**src/rtl/aa_out_pkg.sv**
```systemverilog
package aa_out_pkg;

    localparam int PAGE_W_DEF = 4;
    localparam int ADDR_W_DEF = 10;
    localparam int FLAG_W     = 3;
    localparam int VLD_W      = 2;

    // Cycle kind; the same code is stored as the validation code.
    typedef enum logic [1:0] {
        CYC_IDLE = 2'b00,
        CYC_CMP  = 2'b01,
        CYC_RW   = 2'b10,
        CYC_NFA  = 2'b11
    } cyc_e;

    typedef struct packed {
        logic mf;
        logic ff;
        logic mm;
    } flags_t;

    function automatic logic kind_loads(input logic en_n, input cyc_e k);
        return en_n && (k != CYC_IDLE);
    endfunction

endpackage

```
**src/rtl/aa_src_mux.sv**
```systemverilog
module aa_src_mux
    import aa_out_pkg::*;
#(
    parameter int ADDR_W = ADDR_W_DEF
) (
    input  cyc_e              kind,
    input  logic [ADDR_W-1:0] match_addr,
    input  logic [ADDR_W-1:0] free_addr,
    input  logic [ADDR_W-1:0] rw_addr,
    output logic [ADDR_W-1:0] sel_addr
);

    always_comb begin
        unique case (kind)
            CYC_CMP: sel_addr = match_addr;
            CYC_RW:  sel_addr = rw_addr;
            CYC_NFA: sel_addr = free_addr;
            default: sel_addr = '0;
        endcase
    end

endmodule

```
**src/rtl/aa_hold_reg.sv**
```systemverilog
module aa_hold_reg
    import aa_out_pkg::*;
#(
    parameter int PAGE_W = PAGE_W_DEF,
    parameter int ADDR_W = ADDR_W_DEF,
    localparam int WORD_W = PAGE_W + ADDR_W
) (
    input  logic              clk,
    input  logic              rst,
    input  logic              cyc_en_n,
    input  cyc_e              kind,
    input  logic [PAGE_W-1:0] page_id,
    input  logic [ADDR_W-1:0] sel_addr,
    input  logic              match_hit,
    input  logic              multi_hit,
    input  logic              full_in,
    output logic [WORD_W-1:0] word_q,
    output cyc_e              vld_q,
    output flags_t            flags_q
);

    logic load;
    assign load = kind_loads(cyc_en_n, kind);

    always_ff @(posedge clk) begin
        if (rst) begin
            word_q  <= '0;
            vld_q   <= CYC_IDLE;
            flags_q <= '0;
        end else if (load) begin
            word_q <= {page_id, sel_addr};
            vld_q  <= kind;
            if (kind == CYC_CMP) begin
                flags_q.mf <= match_hit;
                flags_q.mm <= multi_hit;
            end
            if (kind == CYC_RW) begin
                flags_q.ff <= full_in;
            end
        end
    end


    hold_low_chk: assert property (@(posedge clk) disable iff (rst)
        !cyc_en_n |=> ($stable(word_q) && $stable(vld_q)));


    idle_hold_chk: assert property (@(posedge clk) disable iff (rst)
        (cyc_en_n && kind == CYC_IDLE) |=> ($stable(word_q) && $stable(flags_q)));


    cmp_code_chk: assert property (@(posedge clk) disable iff (rst)
        (cyc_en_n && kind == CYC_CMP) |=> (vld_q == CYC_CMP));

endmodule

```
**src/rtl/aa_drive_ctl.sv**
```systemverilog
module aa_drive_ctl
    import aa_out_pkg::*;
#(
    parameter int PAGE_W = PAGE_W_DEF,
    parameter int ADDR_W = ADDR_W_DEF,
    localparam int WORD_W = PAGE_W + ADDR_W
) (
    input  logic              clk,
    input  logic              rst,
    input  logic [WORD_W-1:0] word_q,
    input  cyc_e              vld_q,
    input  logic              oe_n,
    input  logic              prio_grant,
    input  logic              sys_miss,
    input  logic              lowest_dev,
    output logic [WORD_W-1:0] out_word,
    output logic              out_drive
);

    logic miss_sub;
    logic may_drive;

    always_comb begin
        miss_sub = (vld_q == CYC_CMP) && sys_miss && lowest_dev;
        unique case (vld_q)
            CYC_CMP:         may_drive = prio_grant || miss_sub;
            CYC_RW, CYC_NFA: may_drive = 1'b1;
            default:         may_drive = 1'b0;
        endcase
        out_drive = !oe_n && may_drive;
        out_word  = miss_sub ? {WORD_W{1'b1}} : word_q;
    end


    oe_off_chk: assert property (@(posedge clk) disable iff (rst)
        oe_n |-> !out_drive);


    no_drive_invalid_chk: assert property (@(posedge clk) disable iff (rst)
        (vld_q == CYC_IDLE) |-> !out_drive);


    grant_needed_chk: assert property (@(posedge clk) disable iff (rst)
        (vld_q == CYC_CMP && !prio_grant && !(sys_miss && lowest_dev)) |-> !out_drive);


    miss_ones_chk: assert property (@(posedge clk) disable iff (rst)
        (out_drive && vld_q == CYC_CMP && !prio_grant) |-> (&out_word));

endmodule

```
**src/rtl/aa_out_port.sv**
```systemverilog
module aa_out_port
    import aa_out_pkg::*;
#(
    parameter int PAGE_W = PAGE_W_DEF,
    parameter int ADDR_W = ADDR_W_DEF,
    localparam int WORD_W = PAGE_W + ADDR_W,
    localparam int STAT_W = WORD_W + FLAG_W + VLD_W
) (
    input  logic              clk,
    input  logic              rst,
    input  logic              cyc_en_n,
    input  logic [1:0]        cyc_kind,
    input  logic [PAGE_W-1:0] page_id,
    input  logic [ADDR_W-1:0] match_addr,
    input  logic [ADDR_W-1:0] free_addr,
    input  logic [ADDR_W-1:0] rw_addr,
    input  logic              match_hit,
    input  logic              multi_hit,
    input  logic              full_in,
    input  logic              prio_grant,
    input  logic              sys_miss,
    input  logic              lowest_dev,
    input  logic              oe_n,
    output logic [WORD_W-1:0] out_word,
    output logic              out_drive,
    output logic [STAT_W-1:0] status_word
);

    cyc_e              kind;
    logic [ADDR_W-1:0] sel_addr;
    logic [WORD_W-1:0] word_q;
    cyc_e              vld_q;
    flags_t            flags_q;

    assign kind = cyc_e'(cyc_kind);

    aa_src_mux #(.ADDR_W(ADDR_W)) u_mux (
        .kind       (kind),
        .match_addr (match_addr),
        .free_addr  (free_addr),
        .rw_addr    (rw_addr),
        .sel_addr   (sel_addr)
    );

    aa_hold_reg #(.PAGE_W(PAGE_W), .ADDR_W(ADDR_W)) u_hold (
        .clk       (clk),
        .rst       (rst),
        .cyc_en_n  (cyc_en_n),
        .kind      (kind),
        .page_id   (page_id),
        .sel_addr  (sel_addr),
        .match_hit (match_hit),
        .multi_hit (multi_hit),
        .full_in   (full_in),
        .word_q    (word_q),
        .vld_q     (vld_q),
        .flags_q   (flags_q)
    );

    aa_drive_ctl #(.PAGE_W(PAGE_W), .ADDR_W(ADDR_W)) u_drv (
        .clk        (clk),
        .rst        (rst),
        .word_q     (word_q),
        .vld_q      (vld_q),
        .oe_n       (oe_n),
        .prio_grant (prio_grant),
        .sys_miss   (sys_miss),
        .lowest_dev (lowest_dev),
        .out_word   (out_word),
        .out_drive  (out_drive)
    );

    assign status_word = {word_q, flags_q.mf, flags_q.ff, flags_q.mm, vld_q};


    reset_state_chk: assert property (@(posedge clk)
        rst |=> (status_word == '0 && !out_drive));

endmodule

```
**config.mk**
```make
export PLATFORM = sky130hd
export DESIGN_NAME = aa_out_port
export DESIGN_NICKNAME = d
export VERILOG_FILES = /design/src/rtl/aa_out_pkg.sv /design/src/rtl/aa_src_mux.sv /design/src/rtl/aa_hold_reg.sv /design/src/rtl/aa_drive_ctl.sv /design/src/rtl/aa_out_port.sv
export SDC_FILE = /design/constraint.sdc
export NUM_CORES = 1
export LEC_CHECK = 0
export ABC_AREA = 1
export BUFFER_PORTS_ARGS = -buffer_cell sky130_fd_sc_hd__buf_2
export CORE_MARGIN = 1
export CORE_UTILIZATION = 42
export DETAILED_ROUTE_END_ITERATION = 16
export GPL_TIMING_DRIVEN = 1
export PLACE_DENSITY = 0.84
export RECOVER_POWER = 25
export SLEW_MARGIN = 20
export SYNTH_ARGS = -nofsm -noshare
export SYNTH_HDL_FRONTEND = slang
export SYNTH_SLANG_ARGS = --single-unit
```
**constraint.sdc**
```tcl
create_clock -name clk -period 2.31 [get_ports clk]
set_input_delay 0.1155 -clock clk [delete_from_list [all_inputs] [get_ports clk]]
set_output_delay 0.1155 -clock clk [all_outputs]
set_load 0.1 [all_outputs]
```
==> impl_metrics.csv <==
group,metric,value,unit
run_status,status,"finished, final reports clean",
worst_setup_path,critical_path_class,"reg2out",
clocking,clock_latency,0.29,ns
global_routing,antenna_found_initial,0,
logic_synthesis,synth_edf_count,0,
worst_setup_path,worstSetupStartpointType,"flop",
floorplanning,rows,17,
hold_path,hold_class,"in2reg",
route,wl_per_cell,9.97,um
global_routing,grtUsageMet2,39.2,%
placed_design,placed_cell_area,0.00143,mm2
global_routing,grt_first_pass_wirelength,4.33,mm
logic_synthesis,seq_area_frac_synth,37.0,%
logic_synthesis,synthDistinctLibCells,20,
global_routing,use_met3,2.68,%
logic_synthesis,synth.avg_cell_area,6.04,um2
global_routing,grt_usage,21.3,%
sta,slew_violations,0,
sta,maxSlewHeadroom,20.5,%
route,dr.pass1.iters,4,
layout,final_layout_size_suffix_gt1_share,34.7,%
clocking,cts.htree.levels,1,
layout,antennaDiodeCount,0,
worst_setup_path,end_kind,"output port",
route,vias_per_cell,4.55,
sta,fin_skew,0,ns
flow_run,max_cap_violations,0,
worst_setup_path,crit_required,2.19,ns
clocking,tritoncts,"done",
logic_synthesis,syn_area,0.00103,mm2
sta,setup_viol,0,
placed_design,finalWeightedCongestion,0.803,
route,ant_nets,0,
sta,min_period_over_period,86.9,%
floorplanning,die-area,0.00265,mm2
clocking,hold_buffers,0,
logic_synthesis,synthesis.instances,170,
clocking,clk_pin_slew_worst_paths,0.10,ns
route,vias,1257,
floorplanning,io_pins,80,
floorplanning,initial_core_util,45.6,%
route,routed_wl,2.75,mm
power_and_ir_drop,p_leak,0.886,nW
clocking,cts_buffers,3,
power_and_ir_drop,peakVddDrop,391,uV
power_and_ir_drop,p_per_area,727,mW/mm2
floorplanning,fp.dieH,51.5,um
layout,final_common_cell,"buf_2",
route,drt-initial-drc-count,15,
global_routing,first_global_vias,1075,
floorplanning,coreArea,0.00225,mm2
sta,setup_tns,0,ns
logic_synthesis,ys_ff_latch,19,
global_routing,grt_max_degree,19,
logic_synthesis,synth_flop_cell,"dfxtp_1",
route,drc,0,
placed_design,port_buffers,79,
layout,final_area,0.00144,mm2
layout,area_growth,39.7,%
sta,rsz0062_at_grt,"false",
clocking,cts_resized,0,
clocking,cts.sinks,19,
worst_setup_path,worst_ep_arrival_time,1.89,ns
placed_design,dp_hpwl,2.16,mm
sta,hold_viol_final,0,
logic_synthesis,ys_warn_count,0,
layout,mostFrequentLayoutCells,"buf_2 (78), nand2_1 (71), nor2_1 (22)",
clocking,root_buffer,"clkbuf_4",
global_routing,overflow,0,
floorplanning,die_x,51.5,um
sta,fmax,0.498,GHz
global_routing,busiest_layer,"met2",
clocking,clk_path_buf_depth,2,
sta,fin_crit,2.01,ns
layout,final_nets,295,
worst_setup_path,r2r_slack,1.58,ns
logic_synthesis,synthArstFlopShare,0,%
sta,tightest_slew,1.18,ns
global_routing,use_met1,25.7,%
logic_synthesis,synth_nets,216,
worst_setup_path,crit_fanout,15,
clocking,post_cts_buffers,0,
registers in the layout (all words and copies together) (netlist names):
register        flops
u_hold.vld_q        2
u_hold.word_q      14
u_hold.flags_q      3
per-stage QoR:
step / util [%] / hold WS, ns / cells / power, W / setup slack [ns]
floorplan: - / 0.177 / 170 / 0.000793 / 0.0229
global placement: 63.2 / 0.376 / 272 / 0.000885 / 0.618
detailed placement: 63.2 / 0.381 / 272 / 0.000890 / 0.583
CTS: 64.4 / 0.0616 / 276 / 0.00105 / 0.245
global route: 63.7 / 0.0771 / 276 / 0.00109 / 0.187
finish: 63.7 / 0.0705 / 276 / 0.00104 / 0.302
cell type report:
cell class                      instances  area (um2)
Sequential cell                        19         380
Clock buffer                            4        26.3
Timing Repair Buffer                   79         394
Multi-Input combinational cell        125         518
Inverter                               21        81.3
Tap cell                               28        35.0
Fill cell                             254         820
final timing paths:
path / startpoint / cells after the start / end
setup / recovery: u_hold.vld_q[0] / 3 / out_drive
hold reg to reg: u_hold.flags_q[0] / 2 / u_hold.flags_q[0]
hold / removal: match_hit / 3 / u_hold.flags_q[2]
setup reg to reg: u_hold.vld_q[1] / 2 / u_hold.vld_q[1]
cells in the mapped netlist (2+ instances only):
cell type / n / area share (%)
a21oi_1: 11 / 5.4
buf_6: 2 / 2.2
clkbuf_1: 2 / 0.73
dfxtp_1: 19 / 37
inv_1: 16 / 5.8
inv_2: 3 / 1.1
nand2_1: 71 / 26
nand3_1: 4 / 1.9
nor2_1: 20 / 7.3
o21ai_0: 5 / 2.4
o21ai_1: 8 / 3.9
kinds of logic (layout without fill, tap and decap cells):
group	count (synthesis)	count (layout)	synth area share, %
AND/OR/NAND/NOR	99	99	38.1
AO/OA/AOI/OAI	26	26	13.3
buffers and inverters	26	104	11.6
flip-flops	19	19	37.0
per-layer routing:
layer	vias to the layer above	part of all wire [%]
met5	-	0
met4	0	0.91
met3	4	3.9
met2	36	51
met1	541	44
li1	676	-
worst max-delay path, stage by stage, from the launching register on:
cell and delay, ns:
dfxtp_1 0.38, nand4_1 0.51, a21oi_2 0.27, buf_2 0.44
power by group:
group          internal (W)  switching, W
clock network     0.0000671     0.0000984
registers          0.000350     0.0000135
logic             0.0000877      0.000426
total              0.000505      0.000538
No activity file was read; power rests on OpenSTA's default activity.
